<file path="src/rtl/erase_poll_pkg.sv">
// Shared encodings for the erase status polling block.
// Assumes the controller state arrives as a 3-bit code from the decoder.
package erase_poll_pkg;
    typedef enum logic [2:0] {
        CS_READ     = 3'd0,
        CS_TIMEOUT  = 3'd1,
        CS_ERASE    = 3'd2,
        CS_SUSPEND  = 3'd3,
        CS_PGM_SUSP = 3'd4
    } ctrl_state_e;

    localparam int STAT_W    = 8;
    localparam int LANE_PRI  = 0;   // toggle lane shown on bit 6
    localparam int LANE_SEC  = 1;   // toggle lane shown on bit 2
    localparam int NUM_LANES = 2;
endpackage

</file>
<file path="src/rtl/ep_susp_timer.sv">
// Counts clock cycles spent in suspension up to LAT and flags when done.
// Assumes LAT >= 1. The count freezes in program-in-suspend and clears
// only when the state leaves both suspension codes.
module ep_susp_timer #(
    parameter int LAT = 100
) (
    input  logic clk,
    input  logic rst_n,
    input  logic in_susp,
    input  logic counting,
    output logic done
);
    localparam int CW = $clog2(LAT + 1);
    localparam logic [CW-1:0] LIMIT = CW'(LAT);

    logic [CW-1:0] cnt_q;

    // advance the latency count while suspended and not yet at the limit
    always_ff @(posedge clk) begin
        if (!rst_n)
            cnt_q <= '0;
        else if (!in_susp)
            cnt_q <= '0;
        else if (counting && cnt_q != LIMIT)
            cnt_q <= cnt_q + 1'b1;
    end

    // settled once the limit is reached inside suspension
    always_comb done = in_susp && (cnt_q == LIMIT);
endmodule

</file>
<file path="src/rtl/ep_toggle_bank.sv">
// A bank of toggle flops, each flipping once per read strobe when enabled.
// Assumes rd is a single-cycle pulse per completed read.
module ep_toggle_bank #(
    parameter int N = 2
) (
    input  logic         clk,
    input  logic         rst_n,
    input  logic         rd,
    input  logic [N-1:0] en,
    output logic [N-1:0] q
);
    for (genvar i = 0; i < N; i++) begin : g_lane
        logic t_q;
        // flip this lane on an enabled read strobe
        always_ff @(posedge clk) begin
            if (!rst_n)
                t_q <= 1'b0;
            else if (rd && en[i])
                t_q <= ~t_q;
        end
        assign q[i] = t_q;
    end
endmodule

</file>
<file path="src/rtl/ep_view_mux.sv">
// Chooses between the status byte and array data, and decides which
// toggle lanes may flip on the next read. Purely combinational.
module ep_view_mux
    import erase_poll_pkg::*;
#(
    parameter int DATA_W = 8
) (
    input  logic [2:0]        state,
    input  logic              settled,
    input  logic              blk,
    input  logic              err,
    input  logic [DATA_W-1:0] arr,
    input  logic [NUM_LANES-1:0] tog,
    output logic [DATA_W-1:0] dout,
    output logic [NUM_LANES-1:0] en
);
    logic [STAT_W-1:0] stat;
    logic              use_stat;
    logic              pri, sec;

    assign pri = tog[LANE_PRI];
    assign sec = tog[LANE_SEC];

    // build the status byte and lane enables for the current view
    always_comb begin
        stat     = '0;
        use_stat = 1'b0;
        en       = '0;
        case (state)
            CS_TIMEOUT: begin
                use_stat     = 1'b1;
                stat         = {1'b0, pri, err, 1'b0, 1'b0, sec, 2'b00};
                en[LANE_PRI] = 1'b1;
                en[LANE_SEC] = blk;
            end
            CS_ERASE: begin
                use_stat     = 1'b1;
                stat         = {1'b0, pri, err, 1'b0, 1'b1, sec, 2'b00};
                en[LANE_PRI] = 1'b1;
                en[LANE_SEC] = blk;
            end
            CS_SUSPEND: begin
                if (!settled) begin
                    use_stat     = 1'b1;
                    stat         = {1'b0, pri, err, 1'b0, 1'b1, sec, 2'b00};
                    en[LANE_PRI] = 1'b1;
                    en[LANE_SEC] = blk;
                end else if (blk) begin
                    use_stat     = 1'b1;
                    stat         = {1'b0, 1'b1, 1'b0, 1'b0, 1'b0, sec, 2'b00};
                    en[LANE_SEC] = 1'b1;
                end
            end
            CS_PGM_SUSP: begin
                use_stat = 1'b1;
                stat     = {1'b0, pri, err, 1'b0, 1'b0, sec, 2'b00};
                en       = '1;
            end
            default: use_stat = 1'b0;
        endcase
    end

    // widen the status byte to the data bus, upper bits zero
    always_comb begin
        if (use_stat)
            dout = DATA_W'(stat);
        else
            dout = arr;
    end
endmodule

</file>
<file path="src/rtl/erase_poll_status.sv">
// Top of the erase status polling generator: ties the suspend latency
// timer, the toggle bank and the view selector together.
// Assumes DATA_W >= 8 and a one-cycle rd_strobe per completed host read.
module erase_poll_status
    import erase_poll_pkg::*;
#(
    parameter int DATA_W   = 8,
    parameter int SUSP_LAT = 100
) (
    input  logic              clk,
    input  logic              rst_n,
    input  logic [2:0]        ctrl_state,
    input  logic              blk_in_erase,
    input  logic              rd_strobe,
    input  logic              err_in,
    input  logic [DATA_W-1:0] array_data,
    output logic [DATA_W-1:0] rd_data,
    output logic              susp_settled
);
    logic                 in_susp;
    logic                 counting;
    logic [NUM_LANES-1:0] tog_q;
    logic [NUM_LANES-1:0] tog_en;

    // suspension covers both the plain and program-in-suspend codes
    always_comb begin
        in_susp  = (ctrl_state == CS_SUSPEND) || (ctrl_state == CS_PGM_SUSP);
        counting = (ctrl_state == CS_SUSPEND);
    end

    ep_susp_timer #(.LAT(SUSP_LAT)) u_timer (
        .clk      (clk),
        .rst_n    (rst_n),
        .in_susp  (in_susp),
        .counting (counting),
        .done     (susp_settled)
    );

    ep_toggle_bank #(.N(NUM_LANES)) u_tog (
        .clk   (clk),
        .rst_n (rst_n),
        .rd    (rd_strobe),
        .en    (tog_en),
        .q     (tog_q)
    );

    ep_view_mux #(.DATA_W(DATA_W)) u_view (
        .state   (ctrl_state),
        .settled (susp_settled),
        .blk     (blk_in_erase),
        .err     (err_in),
        .arr     (array_data),
        .tog     (tog_q),
        .dout    (rd_data),
        .en      (tog_en)
    );
endmodule

</file>
<file path="config.mk">
export PLATFORM = sky130hd
export DESIGN_NAME = erase_poll_status
export DESIGN_NICKNAME = d
export VERILOG_FILES = /design/src/rtl/erase_poll_pkg.sv /design/src/rtl/ep_susp_timer.sv /design/src/rtl/ep_toggle_bank.sv /design/src/rtl/ep_view_mux.sv /design/src/rtl/erase_poll_status.sv
export SDC_FILE = /design/constraint.sdc
export NUM_CORES = 1
export LEC_CHECK = 0
export BUFFER_PORTS_ARGS = -buffer_cell sky130_fd_sc_hd__buf_2
export CAP_MARGIN = 5
export CORE_MARGIN = 5
export CORE_UTILIZATION = 50
export CTS_CLUSTER_SIZE = 16
export DETAILED_ROUTE_END_ITERATION = 16
export HOLD_SLACK_MARGIN = 0.12
export PLACE_DENSITY = 0.8
export SYNTH_ARGS = -nofsm -noshare
export SYNTH_HDL_FRONTEND = slang
export SYNTH_SLANG_ARGS = --single-unit
</file>
<file path="constraint.sdc">
create_clock -name clk -period 3.5 [get_ports clk]
set_input_delay 0.7 -clock clk [delete_from_list [all_inputs] [get_ports clk]]
set_output_delay 0.7 -clock clk [all_outputs]
set_load 0.02 [all_outputs]
</file>
==> results of run 1 <==
logic make-up after synthesis:
logic type      after synthesis  synth area share
fa+ha+maj                     2            0.0374
compound gates               17             0.187
xor+xnor                      6            0.0785
buf+inv                       7            0.0411
simple gates                 33             0.295
flops                         9             0.269
mux                           5            0.0916
cells in the final DEF, fill, tap and decap left out, types with 2 or more instances in the layout:
cell type and count:
buf_2 24, o21ai_0 3, ha_1 2, a21oi_1 3
nand3_1 2, dfxtp_1 9, mux2i_1 2, nand2_1 5
clkbuf_4 3, xnor2_1 3, o21a_1 2, and2b_1 4
nor2_1 9, nand2b_1 3, inv_1 6, a211oi_1 2
o211ai_1 4, nor4_1 3, mux2_4 2, xor2_1 3
worst min-delay path: cells and delay by family, from the launching register on:
family	cells	cell delay (ns)
DFF	1	0.33
and+or+nand+nor	1	0.06
muxes	1	0.06
cell usage after synthesis:
cell type,count
a211oi_1,2
a21boi_0,1
a21oi_1,3
a311o_1,1
and2_1,1
and2b_1,4
and3_1,1
and3b_1,1
buf_2,1
dfxtp_1,9
ha_1,2
inv_1,6
mux2_2,1
mux2_4,2
mux2i_1,2
nand2_1,5
nand2b_1,3
nand3_1,2
nand4_1,1
nand4bb_4,1
nor2_1,9
nor4_1,3
o211ai_1,4
o21a_1,2
o21ai_0,3
o31a_4,1
or2_0,1
or3_1,1
xnor2_1,3
xor2_1,3
routing by layer:
metal / track usage / up-vias
met3: 0.0391 / 4
met1: 0.179 / 289
met5: 0 / -
met4: 0.0852 / 0
li1: - / 334
met2: 0.239 / 18
report_power, final:
part           leakage, nW  internal, W  switching, W  total [W]
clock network       0.0150    0.0000437     0.0000326  0.0000763
registers           0.0728     0.000105    0.00000172   0.000106
logic                0.278    0.0000283     0.0000330  0.0000612
total                0.366     0.000176     0.0000673   0.000244
state kept, by name, summed over array words and instances, names as in the netlist:
register	cells
u_timer.cnt_q	7
u_tog.g_lane.t_q	2
per-stage QoR:
step	total power (W)	setup WS, ns
floorplan	0.000146	0.987
global placement	0.000167	0.864
detailed placement	0.000170	0.821
CTS	0.000248	0.618
global route	0.000259	0.480
finish	0.000244	0.638
path summary, 6_finish.rpt:
kind	from	endpoint	slack [ns]	depth (start not counted)
max	u_timer.cnt_q[0]	rd_data[6]	0.64	7
min	u_tog.g_lane[0].t_q	u_tog.g_lane[0].t_q	0.50	2
max reg2reg	u_timer.cnt_q[0]	u_tog.g_lane[0].t_q	1.94	6
min reg2reg	u_tog.g_lane[0].t_q	u_tog.g_lane[0].t_q	0.50	2
final cells by class:
type / instances / area, um2
Tap cell: 15 / 18.8
Multi-Input combinational cell: 63 / 462
Clock buffer: 4 / 26.3
Timing Repair Buffer: 24 / 120
Inverter: 6 / 22.5
Fill cell: 121 / 455
Sequential cell: 9 / 180
==> impl_results.html, run 1 <==
<table>
<tr><th>Metric</th><th>Value</th></tr>
<tr><th colspan="2">Run status</th></tr>
<tr><td>Run status</td><td>complete, no violations</td></tr>
<tr><th colspan="2">Cells and area</th></tr>
<tr><td>Final core utilization</td><td>0.646</td></tr>
<tr><td>Final cell area excluding filler cells</td><td>830 um2</td></tr>
<tr><td>Proportion of layout cells with a drive suffix above 1</td><td>0.302</td></tr>
<tr><td>Relative area change from synthesis to final layout</td><td>23.9%</td></tr>
<tr><td>Layout net count</td><td>approximately 130</td></tr>
<tr><td>Ant. Diodes</td><td>0</td></tr>
<tr><td>Non-filler instance count after layout</td><td>around 120</td></tr>
<tr><th colspan="2">Routing</th></tr>
<tr><td>Max Used Layer</td><td>met4</td></tr>
<tr><td>Length of the first detailed-routing pass in iterations</td><td>4</td></tr>
<tr><td>Met3 WL post-DR</td><td>between 70 and 80 um</td></tr>
<tr><td>Via count normalized by instance count</td><td>roughly 5.3</td></tr>
<tr><td>WL/cell</td><td>~13 um</td></tr>
<tr><td>Routed length on met2</td><td>between 700 and 800 um</td></tr>
<tr><td>Count of unresolved DRC violations after routing</td><td>0</td></tr>
<tr><td>Routed WL</td><td>~1600 um</td></tr>
<tr><td>Met1 wire length</td><td>a little under 700 um</td></tr>
<tr><td>Overall via count from detail_route</td><td>between 600 and 700</td></tr>
<tr><td>Number of violations reported at the end of detailed-routing iteration 0</td><td>12</td></tr>
<tr><td>Count of nets left with antenna violations after detail routing</td><td>0</td></tr>
<tr><th colspan="2">CTS</th></tr>
<tr><td>Worst-Skew Late Latency</td><td>approximately 0.25 ns</td></tr>
<tr><td>Number of setup buffers added after CTS</td><td>0</td></tr>
<tr><td>Number of levels in the clock H-tree</td><td>1</td></tr>
<tr><td>TritonCTS clock tree</td><td>built</td></tr>
<tr><td>Sinks on the clock net</td><td>9</td></tr>
<tr><td>Post-cts resize count</td><td>0</td></tr>
<tr><td>Clock slew at reported path FFs</td><td>0.06 ns</td></tr>
<tr><td>Clk Tree Root Cell</td><td>clkbuf_4</td></tr>
<tr><td>Number of buffers created by CTS</td><td>3</td></tr>
<tr><td>Hold bufs inserted after CTS</td><td>0</td></tr>
<tr><td>CTS Buffer Depth</td><td>2</td></tr>
<tr><th colspan="2">Place</th></tr>
<tr><td>Global placer's final weighted congestion</td><td>around 0.84</td></tr>
<tr><td>HPWL after detailed placement</td><td>around 1300 um</td></tr>
<tr><td>Placed cell count</td><td>approximately 120</td></tr>
<tr><td>Placed cell area</td><td>roughly 800 um2</td></tr>
<tr><td>Count of buffers from port buffering</td><td>24</td></tr>
<tr><th colspan="2">Setup path</th></tr>
<tr><td>Cell breakdown of the critical path</td><td>inv_1, ha_1, nand2_1, or2_0, o31a_4, mux2_4, buf_2</td></tr>
<tr><td>Arrival time worst endpoint</td><td>2.16 ns</td></tr>
<tr><td>Critical-path top delay cell</td><td>o31a_4</td></tr>
<tr><td>Critical path's largest stage delay</td><td>between 0.4 and 0.5 ns</td></tr>
<tr><td>Peak fanout along the critical path</td><td>7</td></tr>
<tr><td>Class of the most critical setup path</td><td>register to output pin</td></tr>
<tr><td>Cell family with the largest share of critical-path delay</td><td>simple AND/OR/NAND/NOR gates</td></tr>
<tr><td>Number of buffer and inverter instances along the worst setup path</td><td>2</td></tr>
<tr><td>CP Launch Type</td><td>register</td></tr>
<tr><td>Critical path required time</td><td>about 2.8 ns</td></tr>
<tr><td>CP Capture Type</td><td>output pin</td></tr>
<tr><th colspan="2">Synth</th></tr>
<tr><td>Post-synthesis cell area</td><td>around 670 um2</td></tr>
<tr><td>Mapped Nets</td><td>97</td></tr>
<tr><td>Gate Count Post-Synth</td><td>79</td></tr>
<tr><td>Area fraction of the dominant cell type after synthesis</td><td>0.269</td></tr>
<tr><td>Library cell with the largest summed area after synthesis</td><td>dfxtp_1</td></tr>
<tr><td>Largest cells by area after synthesis</td><td>dfxtp_1, nor2_1, and2b_1, mux2_4, o211ai_1</td></tr>
<tr><td>Count of unique library cells instantiated by Yosys</td><td>30</td></tr>
<tr><td>Yosys reg bits</td><td>9</td></tr>
<tr><td>Synthesis warning total</td><td>0</td></tr>
<tr><td>Mean Syn Cell Area</td><td>about 8.5 um2</td></tr>
<tr><td>Fraction of the yosys area taken by sequential cells</td><td>0.269</td></tr>
<tr><th colspan="2">Floorplan</th></tr>
<tr><td>Core outline area</td><td>approximately 1300 um2</td></tr>
<tr><td>Starting Density</td><td>0.521</td></tr>
<tr><td>Vertical die dimension</td><td>between 40 and 50 um</td></tr>
<tr><td>Rows</td><td>13</td></tr>
<tr><td>Die area</td><td>2170 um2</td></tr>
<tr><td>Overall die width</td><td>between 40 and 50 um</td></tr>
<tr><td>Top-level port count</td><td>25</td></tr>
<tr><th colspan="2">Timing</th></tr>
<tr><td>Sum of negative setup slack</td><td>0 ns</td></tr>
<tr><td>Worst-case clock skew</td><td>between 0.0005 and 0.0006 ns</td></tr>
<tr><td>Setup-failing EPs final</td><td>0</td></tr>
<tr><td>Setup repair after global routing missed its margin</td><td>false</td></tr>
<tr><td>Maximum achievable frequency</td><td>between 0.3 and 0.4 GHz</td></tr>
<tr><td>Max-slew headroom at the worst pin</td><td>0.762</td></tr>
<tr><td>Period utilization</td><td>0.818</td></tr>
<tr><td>Hold Slack</td><td>a little over 0.5 ns</td></tr>
<tr><td>Count of pins over their slew limit</td><td>0</td></tr>
<tr><td>Min cycle time layout</td><td>2.86 ns</td></tr>
<tr><td>Actual transition at the worst max-transition pin</td><td>roughly 0.35 ns</td></tr>
<tr><td>Final Hold Vio Count</td><td>0</td></tr>
<tr><th colspan="2">Min path</th></tr>
<tr><td>Class of the most critical hold timing path</td><td>register to register</td></tr>
<tr><th colspan="2">Job</th></tr>
<tr><td>Max-cap violation count</td><td>0</td></tr>
<tr><th colspan="2">Power</th></tr>
<tr><td>Static Leakage</td><td>~0.37 nW</td></tr>
<tr><td>Maximum ir drop on the vdd rail</td><td>0.222 mV</td></tr>
<tr><td>Pwr dens</td><td>approximately 290 nW/um2</td></tr>
<tr><th colspan="2">GRT</th></tr>
<tr><td>First-pass GRT wire length</td><td>around 2300 um</td></tr>
<tr><td>Global-route usage over all layers</td><td>0.150</td></tr>
<tr><td>Via count of the first global-routing pass</td><td>approximately 560</td></tr>
<tr><td>Antenna violations before repair</td><td>0</td></tr>
<tr><td>Largest net degree at the start of global routing</td><td>9</td></tr>
<tr><td>Grt total ovfl</td><td>0</td></tr>
</table>
No activity file was read; power rests on OpenSTA's default activity.
==> inputs of run 2 (changes only) <==
Settings changed: CORE_UTILIZATION 50 to 47, PLACE_DENSITY 0.8 to 0.76.
Clock period 3.5 ns to 2.8 ns, I/O delays scaled along.
==> impl_results.html, run 2 (same netlist as run 1, synthesis figures left out) <==
<table>
<tr><th>Metric</th><th>Value</th></tr>
<tr><th colspan="2">Run status</th></tr>
<tr><td>Run status</td><td>complete, no violations</td></tr>
<tr><th colspan="2">Routing</th></tr>
<tr><td>WL/cell</td><td>11.6 um (-11%)</td></tr>
<tr><td>Number of violations reported at the end of detailed-routing iteration 0</td><td>15 (+3)</td></tr>
<tr><td>Count of nets left with antenna violations after detail routing</td><td>0 (unchanged)</td></tr>
<tr><td>Count of unresolved DRC violations after routing</td><td>0 (unchanged)</td></tr>
<tr><td>Via count normalized by instance count</td><td>5.31 (-0.47%)</td></tr>
<tr><td>Length of the first detailed-routing pass in iterations</td><td>4 (unchanged)</td></tr>
<tr><td>Routed WL</td><td>1410 um (-11%)</td></tr>
<tr><td>Overall via count from detail_route</td><td>642 (-0.47%)</td></tr>
<tr><th colspan="2">Place</th></tr>
<tr><td>Placed cell area</td><td>803 um2 (unchanged)</td></tr>
<tr><td>Count of buffers from port buffering</td><td>24 (unchanged)</td></tr>
<tr><td>HPWL after detailed placement</td><td>1140 um (-10%)</td></tr>
<tr><td>Global placer's final weighted congestion</td><td>0.871 (+3.4%)</td></tr>
<tr><td>Post-placement worst setup slack</td><td>0.381 ns (-0.440 ns)</td></tr>
<tr><td>Placed cell count</td><td>117 (unchanged)</td></tr>
<tr><th colspan="2">GRT</th></tr>
<tr><td>Antenna violations before repair</td><td>0 (unchanged)</td></tr>
<tr><td>Via count of the first global-routing pass</td><td>534 (-4.0%)</td></tr>
<tr><td>First-pass GRT wire length</td><td>2180 um (-3.7%)</td></tr>
<tr><td>Largest net degree at the start of global routing</td><td>9 (unchanged)</td></tr>
<tr><td>Grt total ovfl</td><td>0 (unchanged)</td></tr>
<tr><td>Global-route usage over all layers</td><td>0.138 (-0.0116)</td></tr>
<tr><th colspan="2">Setup path</th></tr>
<tr><td>Class of the most critical setup path</td><td>register to output pin</td></tr>
<tr><td>Cell breakdown of the critical path</td><td>inv_1, ha_1, nand2_1, or2_1, o31a_4, mux2_4, buf_2</td></tr>
<tr><td>CP Launch Type</td><td>register</td></tr>
<tr><td>Critical-path top delay cell</td><td>o31a_4</td></tr>
<tr><td>Reg2Reg Depth</td><td>6 (unchanged)</td></tr>
<tr><td>Reg-to-reg critical path endpoint</td><td>u_tog.g_lane[0].t_q</td></tr>
<tr><td>Worst reg2reg startpoint</td><td>u_timer.cnt_q[0]</td></tr>
<tr><td>Arrival time worst endpoint</td><td>2.09 ns (-0.07 ns)</td></tr>
<tr><td>Destination of the critical timing path</td><td>rd_data[6]</td></tr>
<tr><td>Critical path's largest stage delay</td><td>0.39 ns (-0.02 ns)</td></tr>
<tr><td>CP Capture Type</td><td>output pin</td></tr>
<tr><td>Peak fanout along the critical path</td><td>7 (unchanged)</td></tr>
<tr><td>Worst-case register-to-register setup slack</td><td>1.31 ns (-0.63 ns)</td></tr>
<tr><td>Critical path required time</td><td>2.24 ns (-0.56 ns)</td></tr>
<tr><td>Critical path startpoint</td><td>u_timer.cnt_q[0]</td></tr>
<tr><th colspan="2">CTS</th></tr>
<tr><td>Clock slew at reported path FFs</td><td>0.05 ns (about the same)</td></tr>
<tr><td>Post-cts resize count</td><td>0 (unchanged)</td></tr>
<tr><td>Clk Tree Root Cell</td><td>clkbuf_4</td></tr>
<tr><td>Sinks on the clock net</td><td>9 (unchanged)</td></tr>
<tr><td>CTS Buffer Depth</td><td>2 (unchanged)</td></tr>
<tr><td>Number of setup buffers added after CTS</td><td>0 (unchanged)</td></tr>
<tr><td>Number of levels in the clock H-tree</td><td>1 (unchanged)</td></tr>
<tr><td>Number of buffers created by CTS</td><td>3 (unchanged)</td></tr>
<tr><td>TritonCTS clock tree</td><td>built</td></tr>
<tr><td>Worst-Skew Late Latency</td><td>0.26 ns (about the same)</td></tr>
<tr><td>Hold bufs inserted after CTS</td><td>0 (unchanged)</td></tr>
<tr><th colspan="2">Power</th></tr>
<tr><td>Pwr dens</td><td>369 nW/um2 (+26%)</td></tr>
<tr><td>Maximum ir drop on the vdd rail</td><td>0.260 mV (+17%)</td></tr>
<tr><td>Static Leakage</td><td>0.366 nW (about the same)</td></tr>
<tr><th colspan="2">Cells and area</th></tr>
<tr><td>Layout net count</td><td>125 (unchanged)</td></tr>
<tr><td>Non-filler instance count after layout</td><td>121 (unchanged)</td></tr>
<tr><td>Largest registers ranked by flip-flop count</td><td>u_timer.cnt_q (7), u_tog.g_lane.t_q (2)</td></tr>
<tr><td>Most common cell after layout, fill and taps aside</td><td>buf_2</td></tr>
<tr><td>Leading cell types in the layout, fill and taps excluded</td><td>buf_2, nor2_1, dfxtp_1</td></tr>
<tr><td>Proportion of layout cells with a drive suffix above 1</td><td>0.302 (unchanged)</td></tr>
<tr><td>Max FFs per register</td><td>7 (unchanged)</td></tr>
<tr><td>Top register by number of flip-flops</td><td>u_timer.cnt_q</td></tr>
<tr><td>Filler cells</td><td>106 (-12%)</td></tr>
<tr><td>Ant. Diodes</td><td>0 (unchanged)</td></tr>
<tr><td>Final cell area excluding filler cells</td><td>830 um2 (unchanged)</td></tr>
<tr><td>Relative area change from synthesis to final layout</td><td>23.9% (unchanged)</td></tr>
<tr><th colspan="2">Floorplan</th></tr>
<tr><td>Die area</td><td>2280 um2 (+5.0%)</td></tr>
<tr><td>Rows</td><td>13 (unchanged)</td></tr>
<tr><td>Top-level port count</td><td>25 (unchanged)</td></tr>
<tr><td>Core outline area</td><td>1320 um2 (+2.5%)</td></tr>
<tr><td>Vertical die dimension</td><td>47.7 um (+2.5%)</td></tr>
<tr><td>Overall die width</td><td>47.7 um (+2.5%)</td></tr>
<tr><td>Starting Density</td><td>0.508 (-0.0129)</td></tr>
<tr><th colspan="2">Timing</th></tr>
<tr><td>Worst-case clock skew</td><td>0.00421 ns (+0.00371 ns)</td></tr>
<tr><td>Setup-failing EPs final</td><td>0 (unchanged)</td></tr>
<tr><td>Sum of negative setup slack</td><td>0 ns (unchanged)</td></tr>
<tr><td>Count of pins over their slew limit</td><td>0 (unchanged)</td></tr>
<tr><td>Minimum setup slack in the final design</td><td>0.152 ns (-0.486 ns)</td></tr>
<tr><td>Actual transition at the worst max-transition pin</td><td>0.333 ns (-0.0210 ns)</td></tr>
<tr><td>Max-slew headroom at the worst pin</td><td>0.776 (+0.0142)</td></tr>
<tr><td>Maximum achievable frequency</td><td>roughly 0.38 GHz</td></tr>
<tr><td>Final Hold Vio Count</td><td>0 (unchanged)</td></tr>
<tr><td>Period utilization</td><td>0.946</td></tr>
<tr><td>Setup repair after global routing missed its margin</td><td>false</td></tr>
<tr><td>Min cycle time layout</td><td>~2.6 ns</td></tr>
<tr><th colspan="2">Min path</th></tr>
<tr><td>Class of the most critical hold timing path</td><td>register to register</td></tr>
<tr><th colspan="2">Job</th></tr>
<tr><td>Max-cap violation count</td><td>0 (unchanged)</td></tr>
</table>
run 2: changes by cell type in the layout (fill, tap and decap cells not counted):
| cell | delta |
|---|---|
| or2_0 | -1 |
| or2_1 | +1 |
run 2: worst max-delay path: cells and delay by family (launching register included):
family                   cells  cell delay [ns]
AO/OA/AOI/OAI                1             0.39
buffers and inverters        2             0.23
adder cells (fa/ha/maj)      1             0.13
flip-flops                   1             0.35
AND/OR/NAND/NOR              2             0.44
multiplexers                 1             0.30
run 2: area by class of cell:
cell class / count / area (um2) / area share
multi-input cells: 63 / 462 / 0.557
flip-flops and latches: 9 / 180 / 0.217
repair buffers: 24 / 120 / 0.145
clock buffers: 4 / 26.3 / 0.0317
inverters: 6 / 22.5 / 0.0271
well taps: 15 / 18.8 / 0.0226
run 2: layer usage:
layer,up-vias,share of wire,GRT usage
li1,339,-,-
met1,279,0.44,0.171
met2,19,0.44,0.208
met3,5,0.089,0.0338
met4,0,0.028,0.0968
met5,-,0,0
run 2: where the power goes:
| part | internal [W] | switching [W] |
|---|---|---|
| clock | 0.0000548 | 0.0000439 |
| sequential | 0.000131 | 0.00000199 |
| combinational | 0.0000353 | 0.0000393 |
run 2: worst min path at each step:
stage	start	slack, ns	endpoint	cells past startpoint
6_report	u_tog.g_lane[1].t_q	0.50	u_tog.g_lane[1].t_q	2
4_1_cts	u_tog.g_lane[1].t_q	0.50	u_tog.g_lane[1].t_q	2
2_1_floorplan	u_tog.g_lane[0].t_q	0.45	u_tog.g_lane[0].t_q	2
3_5_place_dp	u_tog.g_lane[1].t_q	0.49	u_tog.g_lane[1].t_q	2
3_3_place_gp	u_tog.g_lane[0].t_q	0.48	u_tog.g_lane[0].t_q	2
5_1_grt	u_tog.g_lane[0].t_q	0.54	u_tog.g_lane[0].t_q	2
run 2: per-stage QoR:
| step | total power (W) | hold WS, ns | util |
|---|---|---|---|
| floorplan | 0.000183 | 0.454 | - |
| global placement | 0.000210 | 0.476 | 0.610 |
| detailed placement | 0.000211 | 0.492 | 0.610 |
| CTS | 0.000310 | 0.501 | 0.630 |
| global route | 0.000328 | 0.544 | 0.630 |
| finish | 0.000306 | 0.502 | 0.630 |
==> inputs of run 3 (changes only) <==
Settings changed: PLACE_DENSITY 0.76 to 0.75, SYNTH_HIERARCHICAL set to 1.
==> impl_results.html, run 3 <==
<table>
<tr><th>Metric</th><th>Value</th></tr>
<tr><th colspan="2">Run status</th></tr>
<tr><td>Run status</td><td>complete, no violations</td></tr>
<tr><th colspan="2">Setup path</th></tr>
<tr><td>Reg2Reg Depth</td><td>7 (+1)</td></tr>
<tr><td>Arrival time worst endpoint</td><td>2.15 ns (+0.06 ns)</td></tr>
<tr><td>CP Launch Type</td><td>input pin</td></tr>
<tr><td>Number of buffer and inverter instances along the worst setup path</td><td>3 (+1)</td></tr>
<tr><td>Worst-case register-to-register setup slack</td><td>1.10 ns (-0.21 ns)</td></tr>
<tr><td>Class of the most critical setup path</td><td>input pin to output pin</td></tr>
<tr><td>Cell breakdown of the critical path</td><td>buf_2, nand2b_4, o22ai_4, inv_2, nor4_4, nand2_2, o311ai_4, mux2_4, buf_2</td></tr>
<tr><td>Worst reg2reg startpoint</td><td>u_timer/cnt_q[3]</td></tr>
<tr><td>Critical path's largest stage delay</td><td>0.33 ns (-0.06 ns)</td></tr>
<tr><td>Reg-to-reg critical path endpoint</td><td>u_tog/g_lane[0].t_q</td></tr>
<tr><td>Critical path required time</td><td>2.24 ns (about the same)</td></tr>
<tr><td>Peak fanout along the critical path</td><td>3 (-4)</td></tr>
<tr><td>Cell family with the largest share of critical-path delay</td><td>simple AND/OR/NAND/NOR gates</td></tr>
<tr><td>CP Capture Type</td><td>output pin</td></tr>
<tr><td>Critical-path top delay cell</td><td>mux2_4</td></tr>
<tr><td>Cell mode on critical path</td><td>buf_2</td></tr>
<tr><th colspan="2">Timing</th></tr>
<tr><td>Min cycle time layout</td><td>2.71 ns (+0.0625 ns)</td></tr>
<tr><td>Count of pins over their slew limit</td><td>0 (unchanged)</td></tr>
<tr><td>Final Hold Vio Count</td><td>0 (unchanged)</td></tr>
<tr><td>Actual transition at the worst max-transition pin</td><td>0.366 ns (+0.0327 ns)</td></tr>
<tr><td>Worst-case clock skew</td><td>0.00238 ns (-0.00184 ns)</td></tr>
<tr><td>Max-slew headroom at the worst pin</td><td>0.755 (-0.0207)</td></tr>
<tr><td>Period utilization</td><td>0.968 (+0.0223)</td></tr>
<tr><td>Minimum setup slack in the final design</td><td>0.0894 ns (-0.0625 ns)</td></tr>
<tr><td>Setup-failing EPs final</td><td>0 (unchanged)</td></tr>
<tr><td>Maximum achievable frequency</td><td>0.369 GHz (-2.3%)</td></tr>
<tr><th colspan="2">Synth</th></tr>
<tr><td>Mean Syn Cell Area</td><td>7.86 um2 (-7.3%)</td></tr>
<tr><td>Library cell with the largest summed area after synthesis</td><td>dfxtp_1</td></tr>
<tr><td>Most repeated cell in the gate-level netlist after synthesis</td><td>nand2_1</td></tr>
<tr><td>Mapped Nets</td><td>107 (+10%)</td></tr>
<tr><td>Fraction of the yosys area taken by sequential cells</td><td>0.258 (-0.0116)</td></tr>
<tr><td>Synthesis warning total</td><td>6 (+6)</td></tr>
<tr><td>Synth async-reset ratio</td><td>0 (unchanged)</td></tr>
<tr><td>Count of unique library cells instantiated by Yosys</td><td>35 (+17%)</td></tr>
<tr><td>Number of enable flip-flop cells after synthesis</td><td>0 (unchanged)</td></tr>
<tr><td>Post-synthesis cell area</td><td>699 um2 (+4.5%)</td></tr>
<tr><td>Yosys reg bits</td><td>9 (unchanged)</td></tr>
<tr><td>Area fraction of the dominant cell type after synthesis</td><td>0.258 (-0.0116)</td></tr>
<tr><td>Gate Count Post-Synth</td><td>89 (+13%)</td></tr>
<tr><td>Largest cells by area after synthesis</td><td>dfxtp_1, nand2_1, mux2i_1, mux2_4, inv_1</td></tr>
<tr><td>Main flop type after synthesis</td><td>dfxtp_1</td></tr>
<tr><td>Post-synth top cells</td><td>nand2_1, dfxtp_1, inv_1</td></tr>
<tr><th colspan="2">Routing</th></tr>
<tr><td>Routed WL</td><td>1880 um (+33%)</td></tr>
<tr><td>WL/cell</td><td>13.6 um (+17%)</td></tr>
<tr><td>Via count normalized by instance count</td><td>5.59 (+5.3%)</td></tr>
<tr><td>Overall via count from detail_route</td><td>771 (+20%)</td></tr>
<tr><td>Length of the first detailed-routing pass in iterations</td><td>4 (unchanged)</td></tr>
<tr><td>Number of violations reported at the end of detailed-routing iteration 0</td><td>10 (-5)</td></tr>
<tr><td>Count of unresolved DRC violations after routing</td><td>0 (unchanged)</td></tr>
<tr><td>Count of nets left with antenna violations after detail routing</td><td>0 (unchanged)</td></tr>
<tr><th colspan="2">Cells and area</th></tr>
<tr><td>Top register by number of flip-flops</td><td>u_timer/cnt_q</td></tr>
<tr><td>Most common cell after layout, fill and taps aside</td><td>buf_2</td></tr>
<tr><td>Filler cells</td><td>125 (+18%)</td></tr>
<tr><td>Largest registers ranked by flip-flop count</td><td>u_timer/cnt_q (7), u_tog/g_lane.t_q (2)</td></tr>
<tr><td>Relative area change from synthesis to final layout</td><td>37.6%</td></tr>
<tr><td>Layout net count</td><td>141 (+13%)</td></tr>
<tr><td>Leading cell types in the layout, fill and taps excluded</td><td>buf_2, nand2_1, dfxtp_1</td></tr>
<tr><td>Max FFs per register</td><td>7 (unchanged)</td></tr>
<tr><td>Proportion of layout cells with a drive suffix above 1</td><td>0.410 (+0.108)</td></tr>
<tr><td>Ant. Diodes</td><td>0 (unchanged)</td></tr>
<tr><td>Non-filler instance count after layout</td><td>138 (+14%)</td></tr>
<tr><th colspan="2">Floorplan</th></tr>
<tr><td>Vertical die dimension</td><td>48.6 um (+1.7%)</td></tr>
<tr><td>Die area</td><td>2360 um2 (+3.5%)</td></tr>
<tr><td>Overall die width</td><td>48.6 um (+1.7%)</td></tr>
<tr><td>Rows</td><td>14 (+1)</td></tr>
<tr><td>Top-level port count</td><td>25 (unchanged)</td></tr>
<tr><td>Starting Density</td><td>0.481 (-0.0270)</td></tr>
<tr><td>Core outline area</td><td>1450 um2 (+10%)</td></tr>
<tr><th colspan="2">Power</th></tr>
<tr><td>Static Leakage</td><td>0.414 nW (+13%)</td></tr>
<tr><td>Maximum ir drop on the vdd rail</td><td>0.224 mV (-14%)</td></tr>
<tr><td>Pwr dens</td><td>346 nW/um2 (-6.2%)</td></tr>
<tr><th colspan="2">CTS</th></tr>
<tr><td>CTS Buffer Depth</td><td>2 (unchanged)</td></tr>
<tr><td>Worst-Skew Late Latency</td><td>0.26 ns (about the same)</td></tr>
<tr><td>Clock slew at reported path FFs</td><td>0.06 ns (about the same)</td></tr>
<tr><td>Number of levels in the clock H-tree</td><td>1 (unchanged)</td></tr>
<tr><td>Clk Tree Root Cell</td><td>clkbuf_4</td></tr>
<tr><td>Hold bufs inserted after CTS</td><td>0 (unchanged)</td></tr>
<tr><td>TritonCTS clock tree</td><td>built</td></tr>
<tr><td>Sinks on the clock net</td><td>9 (unchanged)</td></tr>
<tr><td>Number of buffers created by CTS</td><td>3 (unchanged)</td></tr>
<tr><th colspan="2">Place</th></tr>
<tr><td>Count of buffers from port buffering</td><td>24 (unchanged)</td></tr>
<tr><td>HPWL after detailed placement</td><td>1420 um (+25%)</td></tr>
<tr><td>Global placer's final weighted congestion</td><td>0.858 (-1.4%)</td></tr>
<tr><td>Placed cell count</td><td>133 (+14%)</td></tr>
<tr><td>Post-placement worst setup slack</td><td>-0.0261 ns (-0.407 ns)</td></tr>
<tr><th colspan="2">GRT</th></tr>
<tr><td>Antenna violations before repair</td><td>0 (unchanged)</td></tr>
<tr><td>First-pass GRT wire length</td><td>2860 um (+31%)</td></tr>
<tr><td>Global-route usage over all layers</td><td>0.151 (+0.0125)</td></tr>
<tr><td>Largest net degree at the start of global routing</td><td>9 (unchanged)</td></tr>
<tr><td>Via count of the first global-routing pass</td><td>710 (+33%)</td></tr>
<tr><td>Grt total ovfl</td><td>0 (unchanged)</td></tr>
<tr><th colspan="2">Min path</th></tr>
<tr><td>Worst Min Path Start</td><td>u_tog/g_lane[0].t_q</td></tr>
<tr><td>Hold depth</td><td>2 (unchanged)</td></tr>
<tr><td>Capture endpoint of the worst hold path</td><td>u_tog/g_lane[0].t_q</td></tr>
<tr><td>Class of the most critical hold timing path</td><td>register to register</td></tr>
<tr><th colspan="2">Job</th></tr>
<tr><td>Max-cap violation count</td><td>0 (unchanged)</td></tr>
</table>
-- run 3: changes by cell type after synthesis, sizes merged, moves of 3 or more --
cell,before,now
o211ai,4,0
o21ai,3,6
nand2,5,18
xnor2,3,0
nor2,9,3
and2,1,5
and2b,4,0
a21oi,3,6
-- run 3: power by group --
part	total [W]	internal [W]	switching [W]	leakage (nW)
logic	0.0000980	0.0000465	0.0000514	0.327
clock network	0.000102	0.0000550	0.0000472	0.0150
registers	0.000133	0.000131	0.00000198	0.0728
total	0.000333	0.000232	0.000101	0.414
-- run 3: cell families (layout without fill, tap and decap cells) --
| group | Yosys count | after routing | share of synthesized area |
|---|---|---|---|
| XOR/XNOR | 1 | 1 | 0.0125 |
| multiplexers | 6 | 6 | 0.100 |
| flip-flops | 9 | 9 | 0.258 |
| AND/OR/NAND/NOR | 40 | 40 | 0.295 |
| adder cells (fa/ha/maj) | 2 | 2 | 0.0358 |
| buffers and inverters | 10 | 43 | 0.0644 |
| AO/OA/AOI/OAI | 21 | 21 | 0.234 |
-- run 3: final cells by class --
cell class	instances	area (um2)	share of cell area
clock buffers	4	26.3	0.0273
repair buffers	32	193	0.200
inverters	7	26.3	0.0273
well taps	16	20.0	0.0208
multi-input cells	70	517	0.537
flip-flops and latches	9	180	0.187
-- run 3: routing by layer --
metal,wire [um],global-route usage,vias up
li1,-,-,379
met2,937,0.241,27
met3,147,0.0583,6
met4,60,0.121,0
met1,730,0.154,359
met5,0,0,-
-- run 3: metrics by stage --
step                       util  power (W)   TNS [ns]  cell area (um2)  hold slack [ns]
final                     0.662   0.000333          0              962            0.492
after global routing      0.662   0.000355  -0.000743              962            0.520
after CTS                 0.634   0.000329          0              922            0.493
after detailed placement  0.611   0.000224    -0.0557              888            0.483
after global placement    0.611   0.000222          0              888            0.465
after floorplan               -   0.000190          0              714            0.446
-- run 3: tightest hold or removal path: cells and delay by family (launching register included) --
kind             cells  cell delay, ns
DFF                  1            0.32
muxes                1            0.07
and+or+nand+nor      1            0.06
-- run 3: worst max-delay path by stage --
stage,startpoint,to,slack (ns),cells past startpoint
after floorplan,ctrl_state[0],rd_data[2],0.02,7
after global placement,ctrl_state[0],rd_data[2],0.03,9
after detailed placement,ctrl_state[0],rd_data[2],-0.03,9
after CTS,u_timer/cnt_q[0],rd_data[2],0.01,8
after global routing,ctrl_state[0],rd_data[6],-0.0007,9
final,ctrl_state[0],rd_data[6],0.09,9
-- run 3: timing repair --
action,4_1_cts,5_1_grt
setup endpoints to repair,4,7
pin swaps,3,4
gates resized for setup,0,11
buffers inserted,1,0
